## src/rtl/epp_pkg.sv

```systemverilog
package epp_pkg;
  typedef enum logic [1:0] {
    NEG_COMPAT,
    NEG_REQ,
    NEG_STB,
    NEG_EPP
  } neg_state_e;

  typedef enum logic [1:0] {
    XF_IDLE,
    XF_ADDR,
    XF_DATA
  } xfer_state_e;
endpackage

```

## src/rtl/epp_sync.sv

```systemverilog
module epp_sync #(
  parameter int unsigned W = 1,
  parameter logic [W-1:0] RST_VAL = '0
) (
  input  logic         clk_i,
  input  logic         rst_ni,
  input  logic [W-1:0] d_i,
  output logic [W-1:0] q_o
);
  logic [W-1:0] meta_q, sync_q;

  always_ff @(posedge clk_i or negedge rst_ni) begin
    if (!rst_ni) begin
      meta_q <= RST_VAL;
      sync_q <= RST_VAL;
    end else begin
      meta_q <= d_i;
      sync_q <= meta_q;
    end
  end

  assign q_o = sync_q;
endmodule

```

## src/rtl/epp_negotiator.sv

```systemverilog
module epp_negotiator
  import epp_pkg::*;
#(
  parameter int unsigned BYTE_W = 8,
  parameter logic [BYTE_W-1:0] REQ_CODE = 8'h40
) (
  input  logic              clk_i,
  input  logic              rst_ni,
  input  logic [BYTE_W-1:0] data_s_i,
  input  logic              strobe_ns_i,
  input  logic              autofd_ns_i,
  input  logic              selin_ns_i,
  output logic              epp_mode_o,
  output logic              ack_no,
  output logic              perror_o,
  output logic              fault_no,
  output logic              select_o
);
  neg_state_e state_q, state_d;

  always_comb begin
    state_d = state_q;
    unique case (state_q)
      NEG_COMPAT: if (data_s_i == REQ_CODE && selin_ns_i && !autofd_ns_i) state_d = NEG_REQ;
      NEG_REQ:    if (!strobe_ns_i) state_d = NEG_STB;
      NEG_STB:    if (strobe_ns_i && autofd_ns_i) state_d = NEG_EPP;
      default:    state_d = NEG_EPP;
    endcase
  end

  always_ff @(posedge clk_i or negedge rst_ni) begin
    if (!rst_ni) state_q <= NEG_COMPAT;
    else         state_q <= state_d;
  end

  always_comb begin
    epp_mode_o = 1'b0;
    ack_no     = 1'b1;
    perror_o   = 1'b0;
    fault_no   = 1'b1;
    select_o   = 1'b0;
    unique case (state_q)
      NEG_REQ, NEG_STB: begin
        ack_no   = 1'b0;
        perror_o = 1'b1;
        select_o = 1'b1;
      end
      NEG_EPP: begin
        epp_mode_o = 1'b1;
        select_o   = 1'b1;
      end
      default: ;
    endcase
  end
endmodule

```

## src/rtl/epp_xfer.sv

```systemverilog
module epp_xfer
  import epp_pkg::*;
#(
  parameter int unsigned BYTE_W      = 8,
  parameter int unsigned RW_LAST     = 5,
  parameter int unsigned SAMPLE_ADDR = 8,
  localparam int unsigned REG_W      = 2 * BYTE_W
) (
  input  logic              clk_i,
  input  logic              rst_ni,
  input  logic              en_i,
  input  logic [BYTE_W-1:0] data_s_i,
  input  logic              astb_i,
  input  logic              dstb_i,
  input  logic              wr_i,
  input  logic [REG_W-1:0]  rdata_i,
  output logic [BYTE_W-1:0] data_o,
  output logic              data_oe_o,
  output logic              busy_o,
  output logic [BYTE_W-1:0] addr_o,
  output logic [REG_W-1:0]  wdata_o,
  output logic              we_o,
  output logic              pop_o
);
  xfer_state_e state_q;
  logic [BYTE_W-1:0] addr_q, lo_q;
  logic [REG_W-1:0]  snap_q, wdata_q;
  logic hi_q, rd_q, busy_q, we_q, pop_q;

  always_ff @(posedge clk_i or negedge rst_ni) begin
    if (!rst_ni) begin
      state_q <= XF_IDLE;
      addr_q  <= '0;
      lo_q    <= '0;
      snap_q  <= '0;
      wdata_q <= '0;
      hi_q    <= 1'b0;
      rd_q    <= 1'b0;
      busy_q  <= 1'b0;
      we_q    <= 1'b0;
      pop_q   <= 1'b0;
    end else begin
      we_q  <= 1'b0;
      pop_q <= 1'b0;
      unique case (state_q)
        XF_IDLE: begin
          if (en_i && astb_i) begin
            // address strobe takes priority over a coincident data strobe
            busy_q  <= 1'b1;
            hi_q    <= 1'b0;
            if (wr_i) addr_q <= data_s_i;
            state_q <= XF_ADDR;
          end else if (en_i && dstb_i) begin
            busy_q  <= 1'b1;
            rd_q    <= !wr_i;
            state_q <= XF_DATA;
            if (wr_i) begin
              if (!hi_q) begin
                lo_q <= data_s_i;
              end else if (addr_q <= BYTE_W'(RW_LAST)) begin
                we_q    <= 1'b1;
                wdata_q <= {data_s_i, lo_q};
              end
            end else if (!hi_q) begin
              snap_q <= rdata_i;
            end
          end
        end
        XF_ADDR: begin
          if (!astb_i) begin
            busy_q  <= 1'b0;
            state_q <= XF_IDLE;
          end
        end
        XF_DATA: begin
          if (!dstb_i) begin
            busy_q  <= 1'b0;
            hi_q    <= !hi_q;
            pop_q   <= rd_q && hi_q && (addr_q == BYTE_W'(SAMPLE_ADDR));
            state_q <= XF_IDLE;
          end
        end
        default: state_q <= XF_IDLE;
      endcase
    end
  end

  assign data_o    = hi_q ? snap_q[REG_W-1:BYTE_W] : snap_q[BYTE_W-1:0];
  assign data_oe_o = (state_q == XF_DATA) && rd_q && dstb_i;
  assign busy_o    = busy_q;
  assign addr_o    = addr_q;
  assign wdata_o   = wdata_q;
  assign we_o      = we_q;
  assign pop_o     = pop_q;
endmodule

```

## src/rtl/epp_reg_slave.sv

```systemverilog
module epp_reg_slave #(
  parameter int unsigned BYTE_W      = 8,
  parameter int unsigned RW_LAST     = 5,
  parameter int unsigned SAMPLE_ADDR = 8,
  parameter logic [BYTE_W-1:0] REQ_CODE = 8'h40,
  localparam int unsigned REG_W      = 2 * BYTE_W,
  localparam int unsigned SYNC_W     = BYTE_W + 3
) (
  input  logic              clk_i,
  input  logic              rst_ni,
  input  logic [BYTE_W-1:0] data_i,
  output logic [BYTE_W-1:0] data_o,
  output logic              data_oe_o,
  input  logic              strobe_ni,
  input  logic              autofd_ni,
  input  logic              selin_ni,
  output logic              busy_o,
  output logic              ack_no,
  output logic              perror_o,
  output logic              fault_no,
  output logic              select_o,
  output logic              epp_mode_o,
  output logic [BYTE_W-1:0] reg_addr_o,
  output logic [REG_W-1:0]  reg_wdata_o,
  output logic              reg_we_o,
  input  logic [REG_W-1:0]  reg_rdata_i,
  output logic              pop_o
);
  logic [SYNC_W-1:0] raw, synced;
  logic [BYTE_W-1:0] data_s;
  logic strobe_ns, autofd_ns, selin_ns;

  assign raw = {data_i, strobe_ni, autofd_ni, selin_ni};

  epp_sync #(
    .W      (SYNC_W),
    .RST_VAL({{BYTE_W{1'b0}}, 3'b111})
  ) u_sync (
    .clk_i (clk_i),
    .rst_ni(rst_ni),
    .d_i   (raw),
    .q_o   (synced)
  );

  assign {data_s, strobe_ns, autofd_ns, selin_ns} = synced;

  epp_negotiator #(
    .BYTE_W  (BYTE_W),
    .REQ_CODE(REQ_CODE)
  ) u_neg (
    .clk_i      (clk_i),
    .rst_ni     (rst_ni),
    .data_s_i   (data_s),
    .strobe_ns_i(strobe_ns),
    .autofd_ns_i(autofd_ns),
    .selin_ns_i (selin_ns),
    .epp_mode_o (epp_mode_o),
    .ack_no     (ack_no),
    .perror_o   (perror_o),
    .fault_no   (fault_no),
    .select_o   (select_o)
  );

  epp_xfer #(
    .BYTE_W     (BYTE_W),
    .RW_LAST    (RW_LAST),
    .SAMPLE_ADDR(SAMPLE_ADDR)
  ) u_xfer (
    .clk_i    (clk_i),
    .rst_ni   (rst_ni),
    .en_i     (epp_mode_o),
    .data_s_i (data_s),
    .astb_i   (!selin_ns),
    .dstb_i   (!autofd_ns),
    .wr_i     (!strobe_ns),
    .rdata_i  (reg_rdata_i),
    .data_o   (data_o),
    .data_oe_o(data_oe_o),
    .busy_o   (busy_o),
    .addr_o   (reg_addr_o),
    .wdata_o  (reg_wdata_o),
    .we_o     (reg_we_o),
    .pop_o    (pop_o)
  );
endmodule

```

## config.mk

```make
export PLATFORM = sky130hd
export DESIGN_NAME = epp_reg_slave
export DESIGN_NICKNAME = d
export VERILOG_FILES = /design/src/rtl/epp_pkg.sv /design/src/rtl/epp_sync.sv /design/src/rtl/epp_negotiator.sv /design/src/rtl/epp_xfer.sv /design/src/rtl/epp_reg_slave.sv
export SDC_FILE = /design/constraint.sdc
export NUM_CORES = 1
export LEC_CHECK = 0
export BUFFER_PORTS_ARGS = -buffer_cell sky130_fd_sc_hd__clkbuf_2
export CAP_MARGIN = 20
export CORE_ASPECT_RATIO = 0.5
export CORE_MARGIN = 4
export CORE_UTILIZATION = 53
export DETAILED_ROUTE_END_ITERATION = 6
export MAX_ROUTING_LAYER = met4
export PLACE_DENSITY = 0.86
export SLEW_MARGIN = 20
export SYNTH_ARGS = -nofsm -noshare
export SYNTH_HDL_FRONTEND = slang
export SYNTH_SLANG_ARGS = --single-unit
```

## constraint.sdc

```tcl
create_clock -name clk_i -period 2.3 [get_ports clk_i]
set_input_delay 0.115 -clock clk_i [delete_from_list [all_inputs] [get_ports clk_i]]
set_output_delay 0.115 -clock clk_i [all_outputs]
set_load 0.01 [all_outputs]
```

==> impl_metrics.csv <==
group,metric,value,unit
routing,drt-total-wl,6.449,mm
timing,rsz0062_at_grt,"no",
grt,grt_overflow,0,
cells_and_area,regArea,0.001984,sq mm
critical_path,crit_required,2.51,ns
grt,antenna_found_initial,0,
die,die_width,116.8,um
clock_tree,clk_path_buf_depth,2,
clock_tree,cts_buffers,9,
cells_and_area,multi_input_area,0.001050,sq mm
clock_tree,cts_sinks,79,
grt,grt_pass1_vias,2156,
clock_tree,clk_pin_slew,0.06,ns
clock_tree,cts-root-buf,"clkbuf_16",
cells_and_area,nets,328,
cells_and_area,stdcell_count,369,
timing,fmax,0.4713,GHz
routing,vias,1976,
timing,finalHoldViolCount,0,
routing,drt-pass1-iter-count,4,
yosys,synth_edf_count,0,
yosys,synth_ff_type,"dfrtp_1",
timing,period_minus_slack,2.122,ns
timing,setup_violations,0,
yosys,synthDistinctLibCells,35,
timing,tightest_slew,0.9511,ns
die,die_area,0.007283,sq mm
clock_tree,cts_tree,"built",
worst_hold_path,hp-class,"primary input to flip-flop",
critical_path,worstPathMaxFanout,16,
die,coreArea,0.005610,sq mm
routing,drc_errors,0,
critical_path,cp-start-kind,"flip-flop",
pwr,power_density,1178,mW/mm^2
placed_design,gp_congestion,0.7580,
critical_path,cp_slowest_stage_delay,0.41,ns
critical_path,critPathKind,"flip-flop to flip-flop",
yosys,synth_nets,239,
critical_path,cp_slowest_cell,"dfrtp_1",
routing,avgRoutedWirePerCell,17.48,um
grt,grt_max_degree,80,
cells_and_area,syn_to_final_growth,27.15,%
clock_tree,cts_max_level,3,
critical_path,cp-end-kind,"flip-flop",
timing,drv_slew,0,
critical_path,rr_worst_depth,6,
yosys,async_reset_ff_frac,1.000,
placed_design,dp.final_hpwl,4.168,mm
clock_tree,post-cts-setup-buffer-count,0,
timing,period_share,0.9225,
pwr,power_leakage,0.001960,uW
clock_tree,insertion_delay,0.33,ns
worst_hold_path,hold-path-cell-count,2,
pwr,ir_drop,0.7123,mV
yosys,ys_warn_count,0,
yosys,ys_seq_area_frac,0.6331,
die,num_io_pins,70,
yosys,syn_inst,202,
yosys,syn-mean-instance-area,15.52,sq um
yosys,ys_seq_elements,79,
placed_design,port_buffers,68,
cells_and_area,antenna_cells,0,
routing,drt_iter0_drc,100,
run,cap_violations,0,
status,status,"finished clean",
cells_and_area,drive_above_1_share,0.5236,
yosys,netlist_area,0.003134,sq mm
grt,grt_usage,0.2013,
die,rows,19,
timing,maxSlewHeadroom,0.3659,
routing,postRouteAntennaNets,0,
grt,grt_pass1_wl,10.85,mm
die,initial_utilization,0.5587,
timing,fin_skew,0.003868,ns
routing,routed_via_density,5.355,
placed_design,dp_cells,341,
cells_and_area,fill_cells,371,
die,die_y,62.38,um
critical_path,cp.arrival,2.33,ns
critical_path,cp_cell_sequence,"inv_1, ha_1, nand4b_4, nor3b_4, buf_4, mux2_2",
timing,final.setup.tns,0,ns
[worst max-delay path: cells and delay by family, from the launching register on]
family,cells,cell delay [ns]
buf+inv,2,0.40
simple gates,2,0.45
fa+ha+maj,1,0.36
flops,1,0.41
mux,1,0.38
[layer usage]
metal / share of wire / vias up / track usage / wire length [um]
met2: 0.50 / 73 / 0.3173 / 3225
met5: 0 / - / - / 0
met3: 0.052 / 18 / 0.05126 / 333
met4: 0.023 / 0 / 0.09299 / 146
met1: 0.43 / 1000 / 0.2444 / 2743
li1: - / 885 / - / -
[cells in the mapped netlist (all sizes together), types with 2 or more instances]
cell type / instances / area share
a21oi: 4 / 0.0064
buf: 4 / 0.013
clkbuf: 2 / 0.0056
dfrtp: 73 / 0.58
dfstp: 6 / 0.050
ha: 8 / 0.032
inv: 11 / 0.013
mux2: 57 / 0.20
mux2i: 2 / 0.0064
nand2: 6 / 0.0072
nand4b: 2 / 0.010
nor2: 2 / 0.0024
nor2b: 2 / 0.0040
nor3: 3 / 0.010
nor4: 2 / 0.0040
nor4b: 2 / 0.010
o21ai: 6 / 0.0096
[final timing paths]
check | slack, ns | to | start
worst max-delay path | 0.18 | u_xfer.snap_q[15] | u_xfer.state_q[0]
worst min-delay path | 0.02 | u_xfer.snap_q[13] | reg_rdata_i[13]
worst max register to register | 0.18 | u_xfer.snap_q[15] | u_xfer.state_q[0]
worst min register to register | 0.35 | u_sync.q_o[10] | u_sync.meta_q[10]
max in group asynchronous | 1.20 | u_xfer.rd_q | rst_ni
min in group asynchronous | 0.48 | u_xfer.snap_q[11] | rst_ni
[layout make-up]
type / count / share of cell area
clock buffers: 13 / 0.06531
repair buffers: 84 / 0.1237
multi-input cells: 106 / 0.2634
inverters: 11 / 0.01036
clock inverters: 3 / 0.01633
well taps: 73 / 0.02292
flip-flops and latches: 79 / 0.4980
[cells by family (layout without fill, tap and decap cells)]
| group | count (synthesis) | after routing | share of synthesized area |
|---|---|---|---|
| AOI/OAI and AO/OA | 15 | 15 | 0.02875 |
| adders and majority gates | 8 | 8 | 0.03194 |
| buffers and inverters | 17 | 111 | 0.03193 |
| DFF | 79 | 79 | 0.6331 |
| muxes | 59 | 59 | 0.2112 |
| other | 1 | 1 | 0.001196 |
| and+or+nand+nor | 23 | 23 | 0.06187 |
[where the power goes]
part / leakage (uW) / internal [uW] / total [uW] / switching [uW]
Sequential: 0.000962 / 1760 / 2000 / 240
Clock: 0.000160 / 1010 / 1520 / 512
Combinational: 0.000838 / 623 / 1170 / 549
[cells in the final DEF, fill, tap and decap left out, drive strengths merged]
master	Yosys	final
a211o	1	1
a211oi	1	1
a21oi	4	4
a22o	1	1
buf	4	5
bufinv	0	2
clkbuf	2	80
clkinv	0	1
conb	1	1
dfrtp	73	73
dfstp	6	6
dlygate4sd3	0	12
ha	8	8
inv	11	11
mux2	57	57
mux2i	2	2
nand2	6	6
nand3	1	1
nand4b	2	2
nor2	2	2
nor2b	2	2
nor3	3	3
nor3b	1	1
nor4	2	2
nor4b	2	2
o21ai	6	6
o22ai	1	1
o2bb2ai	1	1
or4	1	1
or4b	1	1
[stage by stage]
stage	utilization	instance area, sq um	total power (uW)	hold WS [ns]	setup slack, ns
after floorplan	-	3134	2722	-0.1806	0.3764
after global placement	0.6309	3540	3078	0.2037	0.4014
after detailed placement	0.6309	3540	3155	0.2066	0.2985
after CTS	0.7103	3985	4722	0.009704	0.2454
after global routing	0.7103	3985	4947	0.01101	0.06952
final	0.7103	3985	4696	0.01953	0.1783
[state kept, by name, indices dropped and copies added, names as in the netlist, 2 cells and up]
name / count
u_xfer.wdata_o: 16
u_neg.state_q: 2
u_xfer.state_q: 2
u_xfer.addr_o: 8
u_sync.q_o: 11
u_sync.meta_q: 11
u_xfer.snap_q: 16
u_xfer.lo_q: 8
[timing repair]
item / in CTS / in global routing
hold buffers: 12 / 0
resized for setup: 0 / 0
hold endpoints to repair: 84 / 0
Note: power is estimated with default switching activity, not from simulation.
